File: src/rtl/ing_shim_pkg.sv
`timescale 1ns/1ps
// Shared constants and types for the ingress shim inserter.
// Assumes 32-bit words and the fixed 5-word minimum IPv4 header.
package ing_shim_pkg;
    localparam int WORD_W    = 32;
    localparam int PN_W      = 10;
    localparam int SPI_W     = 6;
    localparam int VIF_W     = PN_W + SPI_W;
    localparam int SID_W     = 16;
    localparam int FLAG_W    = 8;
    localparam int HDR_WORDS = 5;
    localparam int IP_V4     = 4;
    localparam int IHL_MIN   = 5;

    // Reason flag positions inside shim word 0
    localparam int FL_UK = 0;
    localparam int FL_OP = 1;
    localparam int FL_NR = 2;
    localparam int FL_AF = 3;
    localparam int FL_DA = 4;

    typedef enum logic [2:0] {
        ST_IDLE,
        ST_FILL,
        ST_SHIM0,
        ST_SHIM1,
        ST_DRAIN,
        ST_PASS
    } ing_state_t;

    typedef struct packed {
        logic             found;
        logic             active;
        logic             resv;
        logic [VIF_W-1:0] vif;
        logic [SID_W-1:0] sid;
    } lk_res_t;
endpackage

File: src/rtl/ing_hdr_buf.sv
`timescale 1ns/1ps
// Header capture buffer: holds the first DEPTH words of the current packet.
// Assumes wr_first comes with the first word and that no more than DEPTH
// words are written before the next wr_first.
module ing_hdr_buf #(
    parameter int DEPTH = 5,
    parameter int W     = 32,
    localparam int CNT_W = $clog2(DEPTH + 1)
) (
    input  logic             clk,
    input  logic             rst_n,
    input  logic             wr_en,
    input  logic             wr_first,
    input  logic [W-1:0]     wr_data,
    output logic [CNT_W-1:0] cnt,
    output logic [W-1:0]     words [DEPTH]
);
    // One register per slot; the slot matching the fill count takes the word
    for (genvar g = 0; g < DEPTH; g++) begin : g_slot
        always_ff @(posedge clk) begin
            if (!rst_n)
                words[g] <= '0;
            else if (wr_en && (wr_first ? (g == 0) : (cnt == CNT_W'(g))))
                words[g] <= wr_data;
        end
    end

    // Fill count: restarts at one on the first word, then grows
    always_ff @(posedge clk) begin
        if (!rst_n)
            cnt <= '0;
        else if (wr_en)
            cnt <= wr_first ? CNT_W'(1) : cnt + CNT_W'(1);
    end

    AST_BUF_NO_OVERFLOW: assert property (@(posedge clk) disable iff (!rst_n)
        (wr_en && !wr_first) |-> (cnt < CNT_W'(DEPTH)));
endmodule

File: src/rtl/ing_hdr_check.sv
`timescale 1ns/1ps
// Header checker: derives the header-related and lookup-related reason
// flags from the version/length byte, the destination word, the number of
// captured words and the latched lookup result. Purely combinational.
module ing_hdr_check
    import ing_shim_pkg::*;
#(
    parameter int CNT_W = 3
) (
    input  logic [7:0]        ver_ihl,
    input  logic [WORD_W-1:0] dst,
    input  logic [CNT_W-1:0]  cnt,
    input  logic              found,
    input  logic              active,
    output logic [FLAG_W-1:0] flags
);
    logic       complete;
    logic [3:0] ver;
    logic [3:0] ihl;
    logic       uk;

    // Evaluate each reason independently and pack them into the flag byte
    always_comb begin
        complete = (cnt == CNT_W'(HDR_WORDS));
        ver      = ver_ihl[7:4];
        ihl      = ver_ihl[3:0];
        uk       = (ver != 4'(IP_V4)) || (ihl < 4'(IHL_MIN)) || !complete;
        flags        = '0;
        flags[FL_UK] = uk;
        flags[FL_OP] = !uk && (ihl > 4'(IHL_MIN));
        flags[FL_NR] = !found;
        flags[FL_AF] = active;
        flags[FL_DA] = complete && ((&dst) || (dst[WORD_W-1 -: 4] == 4'hE));
    end
endmodule

File: src/rtl/ing_shim_fmt.sv
`timescale 1ns/1ps
// Shim formatter: builds the two shim words and the outgoing connection
// ID from the flags and the latched lookup result. Combinational.
module ing_shim_fmt
    import ing_shim_pkg::*;
#(
    parameter int PORT_NUM    = 3,
    parameter int EXC_CONN    = 63,
    parameter int FABRIC_BASE = 64,
    parameter int CONN_W      = 11
) (
    input  logic [FLAG_W-1:0] flags,
    input  lk_res_t           lk,
    input  logic [SPI_W-1:0]  spi,
    output logic [WORD_W-1:0] shim0,
    output logic [WORD_W-1:0] shim1,
    output logic [CONN_W-1:0] conn
);
    localparam int PAD_W = WORD_W - SID_W - FLAG_W;

    logic [VIF_W-1:0] out_vif;
    logic [VIF_W-1:0] in_vif;
    logic [SID_W-1:0] sid_f;

    // Assemble shim fields and choose fabric or exception connection
    always_comb begin
        out_vif = lk.found ? lk.vif : '0;
        in_vif  = {PN_W'(PORT_NUM), spi};
        sid_f   = lk.resv ? lk.sid : '0;
        shim0   = {sid_f, {PAD_W{1'b0}}, flags};
        shim1   = {in_vif, out_vif};
        if (flags == '0)
            conn = CONN_W'(FABRIC_BASE) + CONN_W'(out_vif[VIF_W-1 -: PN_W]);
        else
            conn = CONN_W'(EXC_CONN);
    end
endmodule

File: src/rtl/ing_shim_insert.sv
`timescale 1ns/1ps
// Ingress shim inserter top. Captures the first header words of a packet,
// checks them, emits a two-word shim and then the packet, and gives the
// connection ID for every output beat. Assumes well-formed framing on the
// input and that the lookup result is valid with the first word.
module ing_shim_insert
    import ing_shim_pkg::*;
#(
    parameter int PORT_NUM    = 3,
    parameter int EXC_CONN    = 63,
    parameter int FABRIC_BASE = 64,
    parameter int CONN_W      = 11
) (
    input  logic              clk,
    input  logic              rst_n,
    input  logic              in_valid,
    output logic              in_ready,
    input  logic [31:0]       in_data,
    input  logic              in_sop,
    input  logic              in_eop,
    input  logic [5:0]        in_spi,
    input  logic              lk_found,
    input  logic [15:0]       lk_vif,
    input  logic [15:0]       lk_sid,
    input  logic              lk_reserved,
    input  logic              lk_active,
    output logic              out_valid,
    input  logic              out_ready,
    output logic [31:0]       out_data,
    output logic              out_sop,
    output logic              out_eop,
    output logic [CONN_W-1:0] out_conn
);
    localparam int CNT_W = $clog2(HDR_WORDS + 1);

    ing_state_t        st_q, st_d;
    lk_res_t           lk_q;
    logic [SPI_W-1:0]  spi_q;
    logic              ended_q;
    logic [CNT_W-1:0]  didx_q;
    logic              buf_we, buf_first;
    logic [CNT_W-1:0]  buf_cnt;
    logic [WORD_W-1:0] buf_words [HDR_WORDS];
    logic [FLAG_W-1:0] flags;
    logic [WORD_W-1:0] shim0, shim1;
    logic              drain_last;

    ing_hdr_buf #(.DEPTH(HDR_WORDS), .W(WORD_W)) u_buf (
        .clk      (clk),
        .rst_n    (rst_n),
        .wr_en    (buf_we),
        .wr_first (buf_first),
        .wr_data  (in_data),
        .cnt      (buf_cnt),
        .words    (buf_words)
    );

    ing_hdr_check #(.CNT_W(CNT_W)) u_chk (
        .ver_ihl (buf_words[0][WORD_W-1 -: 8]),
        .dst     (buf_words[HDR_WORDS-1]),
        .cnt     (buf_cnt),
        .found   (lk_q.found),
        .active  (lk_q.active),
        .flags   (flags)
    );

    ing_shim_fmt #(
        .PORT_NUM    (PORT_NUM),
        .EXC_CONN    (EXC_CONN),
        .FABRIC_BASE (FABRIC_BASE),
        .CONN_W      (CONN_W)
    ) u_fmt (
        .flags (flags),
        .lk    (lk_q),
        .spi   (spi_q),
        .shim0 (shim0),
        .shim1 (shim1),
        .conn  (out_conn)
    );

    assign drain_last = (didx_q == buf_cnt - CNT_W'(1));

    // Next state, handshakes and output word selection
    always_comb begin
        st_d      = st_q;
        in_ready  = 1'b0;
        out_valid = 1'b0;
        out_data  = '0;
        out_sop   = 1'b0;
        out_eop   = 1'b0;
        buf_we    = 1'b0;
        buf_first = 1'b0;
        case (st_q)
            ST_IDLE: begin
                in_ready = 1'b1;
                if (in_valid && in_sop) begin
                    buf_we    = 1'b1;
                    buf_first = 1'b1;
                    st_d      = in_eop ? ST_SHIM0 : ST_FILL;
                end
            end
            ST_FILL: begin
                in_ready = 1'b1;
                if (in_valid) begin
                    buf_we = 1'b1;
                    if (in_eop || buf_cnt == CNT_W'(HDR_WORDS - 1))
                        st_d = ST_SHIM0;
                end
            end
            ST_SHIM0: begin
                out_valid = 1'b1;
                out_data  = shim0;
                out_sop   = 1'b1;
                if (out_ready) st_d = ST_SHIM1;
            end
            ST_SHIM1: begin
                out_valid = 1'b1;
                out_data  = shim1;
                if (out_ready) st_d = ST_DRAIN;
            end
            ST_DRAIN: begin
                out_valid = 1'b1;
                out_data  = buf_words[didx_q];
                out_eop   = ended_q && drain_last;
                if (out_ready && drain_last)
                    st_d = ended_q ? ST_IDLE : ST_PASS;
            end
            ST_PASS: begin
                out_valid = in_valid;
                in_ready  = out_ready;
                out_data  = in_data;
                out_eop   = in_eop;
                if (in_valid && out_ready && in_eop) st_d = ST_IDLE;
            end
            default: st_d = ST_IDLE;
        endcase
    end

    // State register
    always_ff @(posedge clk) begin
        if (!rst_n) st_q <= ST_IDLE;
        else        st_q <= st_d;
    end

    // Latch lookup result, sub-port and early end at packet start
    always_ff @(posedge clk) begin
        if (!rst_n) begin
            lk_q    <= '0;
            spi_q   <= '0;
            ended_q <= 1'b0;
        end else if (buf_we && buf_first) begin
            lk_q    <= '{found: lk_found, active: lk_active, resv: lk_reserved,
                         vif: lk_vif, sid: lk_sid};
            spi_q   <= in_spi;
            ended_q <= in_eop;
        end else if (buf_we && in_eop) begin
            ended_q <= 1'b1;
        end
    end

    // Index of the next buffered word to send
    always_ff @(posedge clk) begin
        if (!rst_n)
            didx_q <= '0;
        else if (st_q == ST_SHIM1 && out_ready)
            didx_q <= '0;
        else if (st_q == ST_DRAIN && out_ready)
            didx_q <= didx_q + CNT_W'(1);
    end

    AST_EXC_CONN: assert property (@(posedge clk) disable iff (!rst_n)
        (out_valid && out_sop && (out_data[FLAG_W-1:0] != '0)) |-> (out_conn == CONN_W'(EXC_CONN)));
    AST_CONN_STABLE: assert property (@(posedge clk) disable iff (!rst_n)
        (out_valid && !out_sop) |-> $stable(out_conn));
    AST_STALL_HOLD: assert property (@(posedge clk) disable iff (!rst_n)
        (out_valid && !out_ready) |=> (out_valid && $stable(out_data) && $stable(out_sop) && $stable(out_eop)));
    AST_SHIM_BLOCKS_IN: assert property (@(posedge clk) disable iff (!rst_n)
        (out_valid && out_sop) |-> !in_ready);
    AST_SHIM_PAIR: assert property (@(posedge clk) disable iff (!rst_n)
        (out_valid && out_ready && out_sop) |=> (out_valid && !out_sop && !out_eop));
    AST_IDLE_AFTER_EOP: assert property (@(posedge clk) disable iff (!rst_n)
        (out_valid && out_ready && out_eop) |=> !out_valid);
endmodule

File: config.mk
export PLATFORM = sky130hd
export DESIGN_NAME = ing_shim_insert
export DESIGN_NICKNAME = d
export VERILOG_FILES = /design/src/rtl/ing_shim_pkg.sv /design/src/rtl/ing_hdr_buf.sv /design/src/rtl/ing_hdr_check.sv /design/src/rtl/ing_shim_fmt.sv /design/src/rtl/ing_shim_insert.sv
export SDC_FILE = /design/constraint.sdc
export NUM_CORES = 1
export LEC_CHECK = 0
export BUFFER_PORTS_ARGS = -buffer_cell sky130_fd_sc_hd__buf_2
export CAP_MARGIN = 40
export CORE_MARGIN = 10
export CORE_UTILIZATION = 55
export CTS_BUF_LIST = sky130_fd_sc_hd__clkbuf_4 sky130_fd_sc_hd__clkbuf_8 sky130_fd_sc_hd__clkbuf_16
export CTS_CLUSTER_SIZE = 20
export DETAILED_ROUTE_END_ITERATION = 8
export GPL_TIMING_DRIVEN = 0
export HOLD_SLACK_MARGIN = 0.05
export PLACE_DENSITY = 0.76
export SETUP_SLACK_MARGIN = 0.5
export SLEW_MARGIN = 20
export SYNTH_ARGS = -nofsm -noshare
export SYNTH_HDL_FRONTEND = slang
export SYNTH_SLANG_ARGS = --single-unit
File: constraint.sdc
create_clock -name clk -period 4.7 [get_ports clk]
set_input_delay 0.235 -clock clk [delete_from_list [all_inputs] [get_ports clk]]
set_output_delay 0.235 -clock clk [all_outputs]
set_load 0.005 [all_outputs]
== Word-level counts from Yosys, hierarchy flattened ==
Cells that the tools add are included.

* Output and inout bits: 47
* Bits in latches: 0
* Memory bits (read-only): 0
* Bits in registers: 211
* Memories: 0
* Input port bits: 79
* Logic and storage cells: 109
* RAM bits: 0

* $add $sub $neg: 4
* Order comparisons: 3
* Equality and inequality tests: 20
* Shift operators: 0
* Div/mod/pow operators: 0
* Multiplexer cells: 33
* Reduce and logical (&&, ||, !) cells: 32
* Bitwise operators: 2
* Multiply operators: 0

{| class="wikitable"
|+ Operators by type and width
! operator !! number
|-
| 32-bit case mux with 4 select lines || 1
|-
| 32-bit binary-select mux with 3-bit select || 1
|-
| 32-bit 2-to-1 mux || 2
|-
| 16-bit 2-to-1 mux || 2
|-
| 32-bit AND reduction || 1
|-
| 3-bit 2-to-1 mux || 9
|-
| 3-bit case mux with 6 select lines || 1
|-
| 1-bit logical AND || 16
|-
| 2-bit != test (second input constant) || 7
|-
| 3-bit by 2-bit equality test with 1-bit output (second input constant) || 4
|-
| 3-bit equality test (second input constant) || 4
|-
| 7-bit by 10-bit adder with 11-bit output (first input constant) || 1
|-
| 1-bit 2-to-1 mux || 11
|-
| 11-bit 2-to-1 mux || 1
|-
| 8-bit logical NOT || 1
|-
| 1-bit case mux with 2 select lines || 4
|-
| 7-bit AND reduction || 1
|-
| 3-bit by 1-bit adder with 3-bit output (second input constant) || 2
|-
| 3-bit by 1-bit equality test with 1-bit output (second input constant) || 2
|-
| 3-bit logical NOT || 2
|-
| 4-bit equality test (second input constant) || 1
|-
| 4-bit >= comparator (second input constant) || 1
|-
| 4-bit by 3-bit > comparator with 1-bit output (second input constant) || 1
|-
| 1-bit logical OR || 4
|-
| 11 further kinds || 14
|}

== Logic depth before layout (Yosys ltp) ==
Gate-level depths: netlist of the first run.

* Depth after elaboration: 7
* Gate-level depth with buffers: 8
* Gate-level depth less buffers: 6

== Hierarchy ==
Synthesis of the first run repeated with hierarchy kept, for this count alone.

* Cells, all modules: 1253
* Area, all modules: 10721.5 um^2

{| class="wikitable"
|+ By module, submodules not included
! module !! sequential area each (um^2) !! area each (um^2) !! times used !! cells each
|-
| ing_hdr_buf || 3263.1 || 6099.6 || 1 || 659
|-
| ing_shim_insert || 960.9 || 3854.9 || 1 || 478
|-
| ing_shim_fmt || 0.0 || 598.1 || 1 || 88
|-
| ing_hdr_check || 0.0 || 168.9 || 1 || 28
|}

== Worst setup path before layout of the first run ==
Ideal clock, no wire load.

* Kind: flip-flop to output port
* Start: register didx_q[0]
* End: output out_data[12]
* Data arrival time: 1.568 ns
* Required time: 4.465 ns
* Stages on the path, launching flop included: 6
* Setup slack: 2.897 ns
* Cell sequence: dfxtp_1 > buf_2 > buf_4 > mux4_2 > a22oi_1 > o21ai_0

* Cells in the longest elaborated chain, start to end: 5

{| class="wikitable"
|+ RTL lines
! what !! RTL line !! source
|-
| from (decl) || ing_shim_insert.sv:40 || <nowiki>logic [CNT_W-1:0] didx_q;</nowiki>
|-
| from (signal assigned) || ing_shim_insert.sv:168 || <nowiki>didx_q <= didx_q + CNT_W'(1);</nowiki>
|-
| 3-bit NOT with 4-bit output (not written as such) || ing_shim_insert.sv:123 || <nowiki>out_data = buf_words[didx_q];</nowiki>
|-
| 32-bit binary-select mux with 3-bit select || ing_shim_insert.sv:123 ||
|-
| 32-bit 2-to-1 mux (not written as such) (2 in a row) || ing_shim_insert.sv:123 ||
|-
| 32-bit case mux with 4 select lines || ing_shim_insert.sv:93 || <nowiki>case (st_q)</nowiki>
|-
| to (decl) || ing_shim_insert.sv:29 || <nowiki>output logic [31:0] out_data,</nowiki>
|}

Every way passes these cells. The select of a mux whose other input is x is not followed.

== Worst setup path after layout of the first run ==
* Start: register st_q[2]
* End: output out_data[18]

* Cells in the longest elaborated chain, start to end: 2
* Elaborated cells on any way between the ends: 5
* Classes of those cells: 4 x eq/ne; 1 x mux

{| class="wikitable"
|+ RTL lines
! what !! RTL line !! source
|-
| from (decl) || ing_shim_insert.sv:36 || <nowiki>ing_state_t st_q, st_d;</nowiki>
|-
| from (signal assigned) || ing_shim_insert.sv:142 || <nowiki>else st_q <= st_d;</nowiki>
|-
| 3-bit equality test / 3-bit by 2-bit equality test with 1-bit output (equally long branches) || ing_shim_insert.sv:93 ||
|-
| 32-bit case mux with 4 select lines (*) || ing_shim_insert.sv:93 ||
|}

Every way passes the cells marked *; elsewhere a longest branch is shown, timed or not.

==> flow_summary_export.csv, run 1 <==
group,metric,value,unit
placement,portbufs,125,
sta,maxClockFrequency,0.325,GHz
clock_tree,cts.htree.levels,1,
worst_setup_path,worst-path-max-fanout,10,
synth,synth_edf_count,0,
synth,synth.ff_latch_count,211,
routing,drt_pass1_iterations,5,
global_routing,globalRouteOverflowTotal,0,
clock_tree,numCtsBuffers,23,
synth,yosysTopAreaCellShare,0.438,
clock_tree,cts_tree,"built",
floorplan,floorplan_row_count,48,
routing,drt_iter0_markers,1183,
run,maxCapViolCount,0,
floorplan,fp.dieH,152,um
global_routing,grt_use_total,0.287,
global_routing,grt_antenna_before_repair,0,
clock_tree,cts-resized-gates,0,
synth,synth-seq-area-share,0.438,
synth,synth_fp_nets,1285,
final_layout,fillCellCount,1386,
synth,yosys-top-cells-count,"nand2_1, a21oi_1, dfxtp_1",
final_layout,syn2layout_area_growth,24.8,%
worst_setup_path,worst_ep_required_time,4.47,ns
sta,fin_crit,3.08,ns
clock_tree,cts.repair_timing.setup_buffer_count,0,
sta,grt_setup_unrepaired,"no",
floorplan,dieWidth,152,um
final_layout,num_antenna_cells,0,
sta,setup_violations,0,
clock_tree,clock_tree.buffer_depth,3,
worst_setup_path,timing.critical_path.from_type,"flop",
synth,synth_area,0.00965,mm2
worst_setup_path,worstSetupEndpointType,"primary output",
power_and_ir_drop,vdd_ir_drop_max,0.314,mV
routing,finalWirelength,35.7,mm
worst_setup_path,worstPathCellList,"buf_2 > and3b_1 > clkbuf_1 > clkbuf_1 > a222oi_1 > o21ai_1 > buf_2",
worst_setup_path,arrival_time_at_the_worst_endpoint,2.85,ns
final_layout,net_count_reported_at_finish,1510,
synth,synth_flop_cell,"dfxtp_1",
placement,placement.cell_area,0.0106,mm2
status,status,"finished, final reports clean",
routing,routedWlPerCell,21.5,um
synth,synthArstFlopShare,0,
placement,gpl.final_weighted_congestion,0.921,
worst_setup_path,max_stage_delay,0.64,ns
sta,layout_worst_path_cycle_share,0.655,
power_and_ir_drop,leakagePower,4.23,nW
synth,netlist-cell-type-count,58,
synth,yosys.area.top_type,"dfxtp_1",
sta,max_slew_margin,0.437,
routing,dr_total_vias,10200,
clock_tree,cts.sinks,211,
sta,timing.clock.skew,0.0145,ns
global_routing,grt_util_met2,0.444,
synth,ys_top_cells_by_area,"dfxtp_1, nand2_1, a21oi_1",
sta,finalHoldViolations,0,
sta,drv_slew,0,
synth,most_frequent_cell_after_synthesis,"nand2_1",
sta,setup_total_negative_slack,0,ns
global_routing,grt_pass1_vias,9636,
floorplan,io_pins,126,
synth,cell_count_after_synthesis,1198,
synth,synth-warning-count,0,
global_routing,gr-usage-met3,0.0787,
worst_setup_path,criticalPathCategory,"reg -> out",
global_routing,grt_max_degree,13,
final_layout,final_design_area_no_fill,0.0120,mm2
synth,avg_synthesized_cell_area,8.06,um2
clock_tree,clkSlewWorstSetupHoldPaths,0.06,ns
power_and_ir_drop,power.density,403,mW/mm2
global_routing,grtUsageMet1,0.382,
routing,post_drt_via_cell_ratio,6.11,
routing,route.antenna.remaining_nets,0,
min_path,hold_class,"in -> reg",
floorplan,core_area,0.0172,mm2
global_routing,global_route_wire_length_before_repair,54.2,mm
worst_setup_path,timing.critical_path.slowest_stage_cell,"clkbuf_1",
global_routing,globalRoute.busiestLayer,"met2",
floorplan,die_ar,0.0232,mm2
clock_tree,cts_root_buffer,"clkbuf_16",
placement,place_hpwl,24.7,mm
sta,worst_slew_pin_slew,0.845,ns
clock_tree,worst_skew_pair.late_latency,0.52,ns
routing,route.detailed.drc,0,
final_layout,drive_gt1_frac,0.169,
floorplan,start_util,0.560,
==> worst max-delay path: cells and delay by family (launching register included) <==
family                 cells  cell delay (ns)
buffers and inverters      4             1.25
AOI/OAI and AO/OA          2             0.50
DFF                        1             0.40
and+or+nand+nor            1             0.19
==> placed cells by master (no fill, tap or decap), types with 4 or more instances in the layout <==
cell type        n
nand3_1         43
clkbuf_16       23
clkbuf_4         8
o21ai_0         36
nor2_1           8
a21oi_1        212
and3_1           7
a222oi_1         7
nand2_1        354
o21ai_1         33
dfxtp_1        211
nand4_1          9
inv_1            8
buf_1            6
mux4_2          31
a22oi_1         50
ha_1             8
buf_2          161
nand3b_1         7
and2_1           4
clkbuf_1        63
dlygate4sd3_1   74
nor2b_1          6
clkbuf_8         5
==> metal layers <==
metal	vias to the layer above	share of wire
met4	0	0.031
met3	95	0.12
met5	-	0
li1	4644	-
met1	4776	0.40
met2	652	0.44
==> path summary, 6_finish.rpt <==
check,startpoint,endpoint,slack (ns),cells after the start
min,in_eop,ended_q,0.06,3
min reg2reg,u_buf.words[74],u_buf.words[74],0.45,2
max reg2reg,u_buf.cnt[0],u_buf.words[5],2.38,7
max,st_q[2],out_data[18],1.62,7
==> registers in the layout, indices dropped and copies added (netlist names) <==
| register | count |
|---|---|
| u_buf.words | 160 |
| lk_q | 35 |
| spi_q | 6 |
| didx_q | 3 |
| st_q | 3 |
| u_buf.cnt | 3 |
| ended_q | 1 |
==> cell families (layout without fill, tap and decap cells) <==
kind of cell    Yosys count  in the layout  share of synthesized area
compound gates          361            361                      0.213
mux                      33             33                     0.0744
buf+inv                 117            357                     0.0517
xor+xnor                  6              6                    0.00687
simple gates            462            462                      0.206
fa+ha+maj                 8              8                     0.0104
flops                   211            211                      0.438
==> cell type report <==
| class | count | area (um2) | area share |
|---|---|---|---|
| plain buffers | 108 | 465 | 0.0387 |
| clock buffers | 36 | 704 | 0.0585 |
| clock inverters | 4 | 26.3 | 0.00218 |
| inverters | 9 | 33.8 | 0.00281 |
| multi-input cells | 870 | 4930 | 0.409 |
| flip-flops and latches | 211 | 4220 | 0.351 |
| well taps | 225 | 282 | 0.0234 |
| repair buffers | 200 | 1380 | 0.114 |
==> through the flow <==
step           utilization  std cells  total power [W]  hold slack [ns]  worst slack, ns
2_1_floorplan            -       1198          0.00266            0.351             2.90
3_3_place_gp         0.613       1548          0.00302            0.438             2.28
3_5_place_dp         0.613       1548          0.00304            0.443             2.29
4_1_cts              0.698       1662          0.00481           0.0526             1.74
5_1_grt              0.699       1663          0.00500           0.0589             1.58
6_report             0.699       1663          0.00485           0.0595             1.62
==> where the power goes <==
part	total [W]	internal [W]	switching (W)
registers	0.00202	0.00191	0.000106
clock network	0.00176	0.00103	0.000732
logic	0.00107	0.000424	0.000646
total	0.00485	0.00336	0.00148
==> repair_timing <==
item	CTS	global route
endpoints found under the setup margin	0	0
hold buffers	74	0
endpoints found under the hold margin	176	0
No activity file was read; power rests on OpenSTA's default activity.
==> inputs of run 2 (changes only) <==
- clock period: 4.7 -> 2.85 ns (I/O delays scaled with it)
==> run 2 against run 1 <==
Compared with the run above: first-iteration DRC count increased by 12%; worst hold slack improved by 0.028 ns; via count increased by 2.1%; wire length increased by 2.0%; critical endpoint unchanged; clock-buffer cell count unchanged; clock power increased by 66%; critical path type unchanged; largest power group unchanged.
==> flow_summary_export.csv, run 2 (synthesis gave the netlist of run 1 again) <==
group,metric,value,unit
sta,finalHoldViolations,0,
placement,place_hpwl,24.7,mm
global_routing,global_route_wire_length_before_repair,54.8,mm
routing,dr_total_vias,10400,
clock_tree,cts.sinks,211,
placement,gpl.final_weighted_congestion,0.921,
routing,drt_iter0_markers,1323,
sta,maxClockFrequency,0.411,GHz
floorplan,dieWidth,152,um
sta,setup_slack,0.418,ns
min_path,hold_class,"in -> reg",
clock_tree,cts_root_buffer,"clkbuf_16",
final_layout,syn2layout_area_growth,30.4,%
routing,route.antenna.remaining_nets,0,
routing,route.detailed.drc,0,
global_routing,grt_antenna_before_repair,0,
floorplan,floorplan_row_count,48,
final_layout,num_antenna_cells,0,
worst_setup_path,worst-path-max-fanout,10,
floorplan,fp.dieH,152,um
power_and_ir_drop,power.density,656,mW/mm2
power_and_ir_drop,finalPower,0.00826,W
final_layout,final_common_cell,"nand2_1",
sta,worst_slew_pin_slew,0.813,ns
floorplan,start_util,0.560,
final_layout,largest_register_ff_count,160,
routing,routedWlPerCell,21.7,um
status,status,"finished, final reports clean",
sta,timing.clock.skew,0.0184,ns
worst_setup_path,timing.critical_path.from_type,"flop",
floorplan,core_area,0.0172,mm2
worst_setup_path,worst_ep_required_time,2.71,ns
power_and_ir_drop,vdd_ir_drop_max,0.521,mV
final_layout,layout_top_registers,"u_buf.words (160), lk_q (35), spi_q (6)",
run,maxCapViolCount,0,
clock_tree,numCtsBuffers,23,
final_layout,fillCellCount,1297,
final_layout,layout_common_cells,"nand2_1, a21oi_1, dfxtp_1, buf_2, dlygate4sd3_1",
sta,setup_violations,0,
sta,max_slew_margin,0.458,
final_layout,max_flop_register,"u_buf.words",
final_layout,layout.core_utilization,0.730,
worst_setup_path,criticalPathCategory,"reg -> out",
clock_tree,cts.htree.levels,1,
worst_setup_path,arrival_time_at_the_worst_endpoint,2.29,ns
power_and_ir_drop,leakagePower,4.50,nW
routing,drt_pass1_iterations,5,
worst_setup_path,worstSetupEndpointType,"primary output",
placement,portbufs,125,
global_routing,grt_pass1_vias,9764,
clock_tree,worst_skew_pair.late_latency,0.52,ns
global_routing,grt_use_total,0.290,
routing,post_drt_via_cell_ratio,6.17,
sta,fin_crit,2.43,ns
floorplan,io_pins,126,
routing,finalWirelength,36.4,mm
floorplan,die_ar,0.0232,mm2
sta,drv_slew,0,
global_routing,globalRouteOverflowTotal,0,
global_routing,grt_max_degree,13,
clock_tree,clock_tree.buffer_depth,3,
clock_tree,cts_tree,"built",
sta,grt_setup_unrepaired,"yes",
sta,layout_worst_path_cycle_share,0.854,
placement,post-place-ws,0.537,ns
sta,setup_total_negative_slack,0,ns
clock_tree,clkSlewWorstSetupHoldPaths,0.06,ns
final_layout,drive_gt1_frac,0.215,
final_layout,net_count_reported_at_finish,1530,
[run 2: cell count changes in the layout (fill, tap and decap cells not counted), moves of 3 or more]
| cell | change |
|---|---|
| buf_4 | +19 |
| clkbuf_4 | +6 |
| clkbuf_1 | -21 |
| dfxtp_1 | -12 |
| buf_2 | -9 |
| buf_6 | +5 |
| dfxtp_2 | +9 |
| clkbuf_8 | +6 |
| dfxtp_4 | +3 |
| clkbuf_2 | +8 |
[run 2: power breakdown]
| group | total [W] | switching, W | internal, W |
|---|---|---|---|
| sequential | 0.00335 | 0.000189 | 0.00316 |
| clock | 0.00292 | 0.00122 | 0.00170 |
| combinational | 0.00199 | 0.00112 | 0.000868 |
[run 2: worst max-delay path: stages, from the launching register on]
cell,delay [ns]
dfxtp_4,0.37
buf_4,0.18
and3b_1,0.19
clkbuf_8,0.15
buf_8,0.14
a222oi_1,0.39
o21ai_1,0.19
buf_2,0.17
[run 2: layout make-up]
cell class / instances / area (um2) / area share
multi-input cells: 870 / 5080 / 0.403
flip-flops and latches: 211 / 4250 / 0.337
repair buffers: 220 / 1550 / 0.123
clock buffers: 36 / 704 / 0.0560
plain buffers: 108 / 667 / 0.0530
well taps: 225 / 282 / 0.0224
inverters: 9 / 36.3 / 0.00288
clock inverters: 4 / 26.3 / 0.00209
[run 2: worst paths after layout]
check                                startpoint               to  slack (ns)  cells after the start
worst max-delay path                    st_q[1]     out_data[18]        0.42                      7
worst min register to register  u_buf.words[74]  u_buf.words[74]        0.45                      2
worst max register to register          st_q[0]         lk_q[12]        0.71                      8
worst min-delay path                  out_ready        didx_q[1]        0.09                      4
[run 2: per-layer routing]
metal | vias up | wire [um] | global-route usage
met2 | 721 | 16400 | 0.450
li1 | 4694 | - | -
met1 | 4874 | 14200 | 0.385
met3 | 92 | 4790 | 0.0751
met5 | - | 0 | 0
met4 | 0 | 1100 | 0.0963
[run 2: through the flow]
stage / std cells / hold WS (ns) / area, um2
after floorplan: 1198 / 0.259 / 9650
after CTS: 1669 / 0.0734 / 12300
final: 1683 / 0.0873 / 12600
after detailed placement: 1548 / 0.388 / 10600
after global routing: 1683 / 0.113 / 12600
after global placement: 1548 / 0.382 / 10600
[run 2: repair_timing]
item                       4_1_cts  5_1_grt
pin swaps                        5       11
buffers inserted                 5       13
gates cloned                     1        1
gates resized for setup         80       40
hold endpoints to repair       206        0
hold buffers                    75        0
setup endpoints to repair       44       70
==> inputs of run 3 (changes only) <==
- ABC_AREA: default -> 1
- CELL_PAD_IN_SITES_DETAIL_PLACEMENT: default -> 1
- CELL_PAD_IN_SITES_GLOBAL_PLACEMENT: default -> 1
- CORE_UTILIZATION: 55 -> 42
- PLACE_DENSITY: 0.76 -> default
- PLACE_DENSITY_LB_ADDON: default -> 0.1
==> run 3 against run 2 <==
Compared with the run above: utilization is 18 points lower; clock skew is 0.011 ns lower; critical path depth stayed put; register-to-register slack better by 0.07 ns; highest routed layer unchanged.
==> flow_summary_export.csv, run 3 <==
group,metric,value,unit
worst_setup_path,reg2reg_setup_slack,0.78,ns
final_layout,area.sequential,0.00423,mm2
power_and_ir_drop,leakagePower,5.34,nW
clock_tree,numCtsBuffers,25,
floorplan,floorplan_row_count,56,
min_path,hold_class,"in -> reg",
clock_tree,worst_skew_pair.late_latency,0.52,ns
routing,route.antenna.remaining_nets,0,
power_and_ir_drop,clkPwrFrac,0.352,
clock_tree,clkSlewWorstSetupHoldPaths,0.06,ns
final_layout,final_common_cell,"a21oi_1",
synth,netlist-cell-type-count,40,
routing,route.detailed.drc,0,
floorplan,start_util,0.423,
routing,finalWirelength,42.2,mm
clock_tree,cts.htree.levels,1,
min_path,hold_path.startpoint,"in_sop",
final_layout,multi_input_area,0.00471,mm2
final_layout,layout.cells.non_filler,1979,
sta,fin_crit,2.34,ns
global_routing,global_route_wire_length_before_repair,64.7,mm
min_path,worst_hold_path.num_cells,5,
routing,drt_pass1_iterations,5,
floorplan,io_pins,126,
synth,synth_top_family_by_area,"compound AO/OA/AOI/OAI gates",
final_layout,max_flop_register,"u_buf.words",
sta,finalHoldViolations,0,
sta,layout_worst_path_cycle_share,0.822,
global_routing,globalRouteOverflowTotal,0,
worst_setup_path,timing.critical_path.from_type,"flop",
routing,post_drt_via_cell_ratio,5.45,
run,maxCapViolCount,0,
placement,dp_cells,1852,
global_routing,grt_pass1_vias,11300,
power_and_ir_drop,finalPower,0.00942,W
final_layout,layout_common_cells,"a21oi_1, o21ai_0, dfxtp_1, nand2_1, buf_2",
synth,synth_flop_cell,"dfxtp_1",
sta,grt_setup_unrepaired,"yes",
sta,maxClockFrequency,0.427,GHz
power_and_ir_drop,net_load_switching_power,0.00328,W
synth,synth_area,0.00987,mm2
min_path,timing.hold.worst_endpoint,"spi_q[1]",
placement,portbufs,124,
synth,synth_compound_gate_area_share,0.304,
floorplan,dieWidth,173,um
final_layout,net_count_reported_at_finish,1728,
synth,avg_synthesized_cell_area,7.01,um2
synth,synth_mux_area_frac,0,
power_and_ir_drop,power_switching_share,0.348,
global_routing,grt_use_total,0.268,
floorplan,die_ar,0.0300,mm2
synth,ys_top_cells_by_area,"dfxtp_1, a21oi_1, o21ai_0",
power_and_ir_drop,vdd_ir_drop_max,0.611,mV
routing,dr_total_vias,10800,
synth,synth-seq-area-share,0.428,
sta,timing.clock.skew,0.00702,ns
worst_setup_path,worst-path-max-fanout,6,
synth,cell_count_after_synthesis,1409,
synth,yosys.area.top_type,"dfxtp_1",
placement,place_hpwl,29.7,mm
clock_tree,clock_tree.buffer_depth,3,
sta,max_slew_margin,0.506,
clock_tree,cts_root_buffer,"clkbuf_16",
final_layout,largest_register_ff_count,160,
global_routing,grt_antenna_before_repair,2,
power_and_ir_drop,power.density,738,mW/mm2
floorplan,core_area,0.0233,mm2
synth,synth_edf_count,0,
sta,drv_slew,0,
worst_setup_path,worstSetupEndpointType,"primary output",
synth,yosys-top-cells-count,"a21oi_1, o21ai_0, dfxtp_1",
final_layout,layout_top_registers,"u_buf.words (160), lk_q (35), spi_q (6)",
final_layout,syn2layout_area_growth,29.2,%
worst_setup_path,reg2regPathDepth,8,
worst_setup_path,arrival_time_at_the_worst_endpoint,2.20,ns
sta,setup_total_negative_slack,0,ns
synth,yosysTopAreaCellShare,0.428,
synth,synth-warning-count,0,
status,status,"finished, final reports clean",
clock_tree,cts_tree,"built",
synth,fraction_of_the_mapped_netlist_area_in_adder_cells,0.0101,
power_and_ir_drop,power_frac_seq,0.365,
placement,gpl.final_weighted_congestion,0.876,
final_layout,drive_gt1_frac,0.173,
synth,synth-simple-area-share,0.154,
worst_setup_path,timing.rr.start,"st_q[0]",
global_routing,grt_max_degree,13,
floorplan,fp.dieH,173,um
synth,synth_fp_nets,1496,
routing,routedWlPerCell,21.3,um
clock_tree,cts.sinks,211,
sta,setup_violations,0,
synth,synthArstFlopShare,0,
synth,synth.ff_latch_count,211,
power_and_ir_drop,comb_power_share,0.283,
synth,most_frequent_cell_after_synthesis,"a21oi_1",
routing,drt_iter0_markers,807,
worst_setup_path,criticalPathCategory,"reg -> out",
worst_setup_path,regToRegEndpoint,"u_buf.words[59]",
final_layout,fillCellCount,3015,
sta,worst_slew_pin_slew,0.741,ns
synth,synth-xor-area-share,0.000887,
power_and_ir_drop,internal_power,0.00614,W
worst_setup_path,worst_ep_required_time,2.71,ns
## run 3: cell types whose count changed after synthesis, moves of 10 or more
cell / previous run / this run
o21ai_0: 36 / 227
nand2_1: 354 / 181
inv_1: 8 / 150
nor2_1: 8 / 138
a22oi_1: 50 / 5
mux4_2: 31 / 0
o211ai_1: 3 / 28
a21oi_1: 212 / 236
nand3_1: 43 / 20
o22ai_1: 0 / 16
a21boi_0: 0 / 10
buf_2: 36 / 26
## run 3: layout make-up
| class | count | share of cell area |
|---|---|---|
| clock buffer | 35 | 0.0574 |
| buffer | 97 | 0.0427 |
| multi-input combinational | 943 | 0.369 |
| inverter | 158 | 0.0475 |
| antenna | 1 | 0.000196 |
| tap | 319 | 0.0313 |
| clock inverter | 10 | 0.00843 |
| timing repair buffer | 205 | 0.112 |
| sequential | 211 | 0.332 |
## run 3: power groups by stage
stage	Combinational, W	Clock, W	Sequential [W]
6_report	0.00266	0.00332	0.00344
5_1_grt	0.00291	0.00344	0.00347
3_3_place_gp	0.00228	0	0.00346
3_5_place_dp	0.00233	0	0.00348
2_1_floorplan	0.00145	0	0.00343
4_1_cts	0.00252	0.00331	0.00342
## run 3: how the worst max path moves through the flow
stage / from / endpoint / cells after the start
final: u_buf.words[154] / out_conn[1] / 7
after global routing: u_buf.words[5] / out_conn[8] / 10
after CTS: didx_q[1] / out_data[2] / 9
after detailed placement: didx_q[0] / out_data[4] / 11
after global placement: didx_q[0] / out_data[4] / 11
after floorplan: u_buf.cnt[1] / out_conn[10] / 8
## run 3: logic make-up (layout without fill, tap and decap cells)
kind of cell,count (synthesis),count (layout)
AND/OR/NAND/NOR,365,365
adder cells (fa/ha/maj),8,8
buffers and inverters,255,505
AO/OA/AOI/OAI,569,569
other,0,1
flip-flops,211,211
XOR/XNOR,1,1
## run 3: repair_timing
action                                  in CTS  in global routing
pin swaps                                    3                 13
cloned                                       0                  0
hold buffers                                76                  0
endpoints found under the setup margin      45                 45
setup buffers                                2                  3
hold endpoints to repair                   201                  0
gates resized for setup                     60                 65
## run 3: layer usage
metal,vias to the layer above,share of wire,global-route usage
li1,5155,-,-
met5,-,0,0
met4,0,0.015,0.0571
met2,353,0.47,0.448
met1,5232,0.45,0.348
met3,51,0.070,0.0566
## run 3: stage by stage
stage	setup WS, ns	utilization	hold slack (ns)	area [um2]
after floorplan	1.33	-	0.277	9870
after global placement	0.522	0.467	0.367	10900
after detailed placement	0.502	0.467	0.372	10900
after CTS	0.436	0.541	0.148	12600
after global routing	0.452	0.547	0.246	12800
final	0.508	0.547	0.165	12800
## run 3: critical path: stages, from the launching register on
cell and delay (ns):
dfxtp_1 0.34, a21oi_1 0.47, nand2_1 0.22, nand2_1 0.21, nor2_4 0.06, buf_4 0.16, nand3_1 0.09, buf_2 0.12
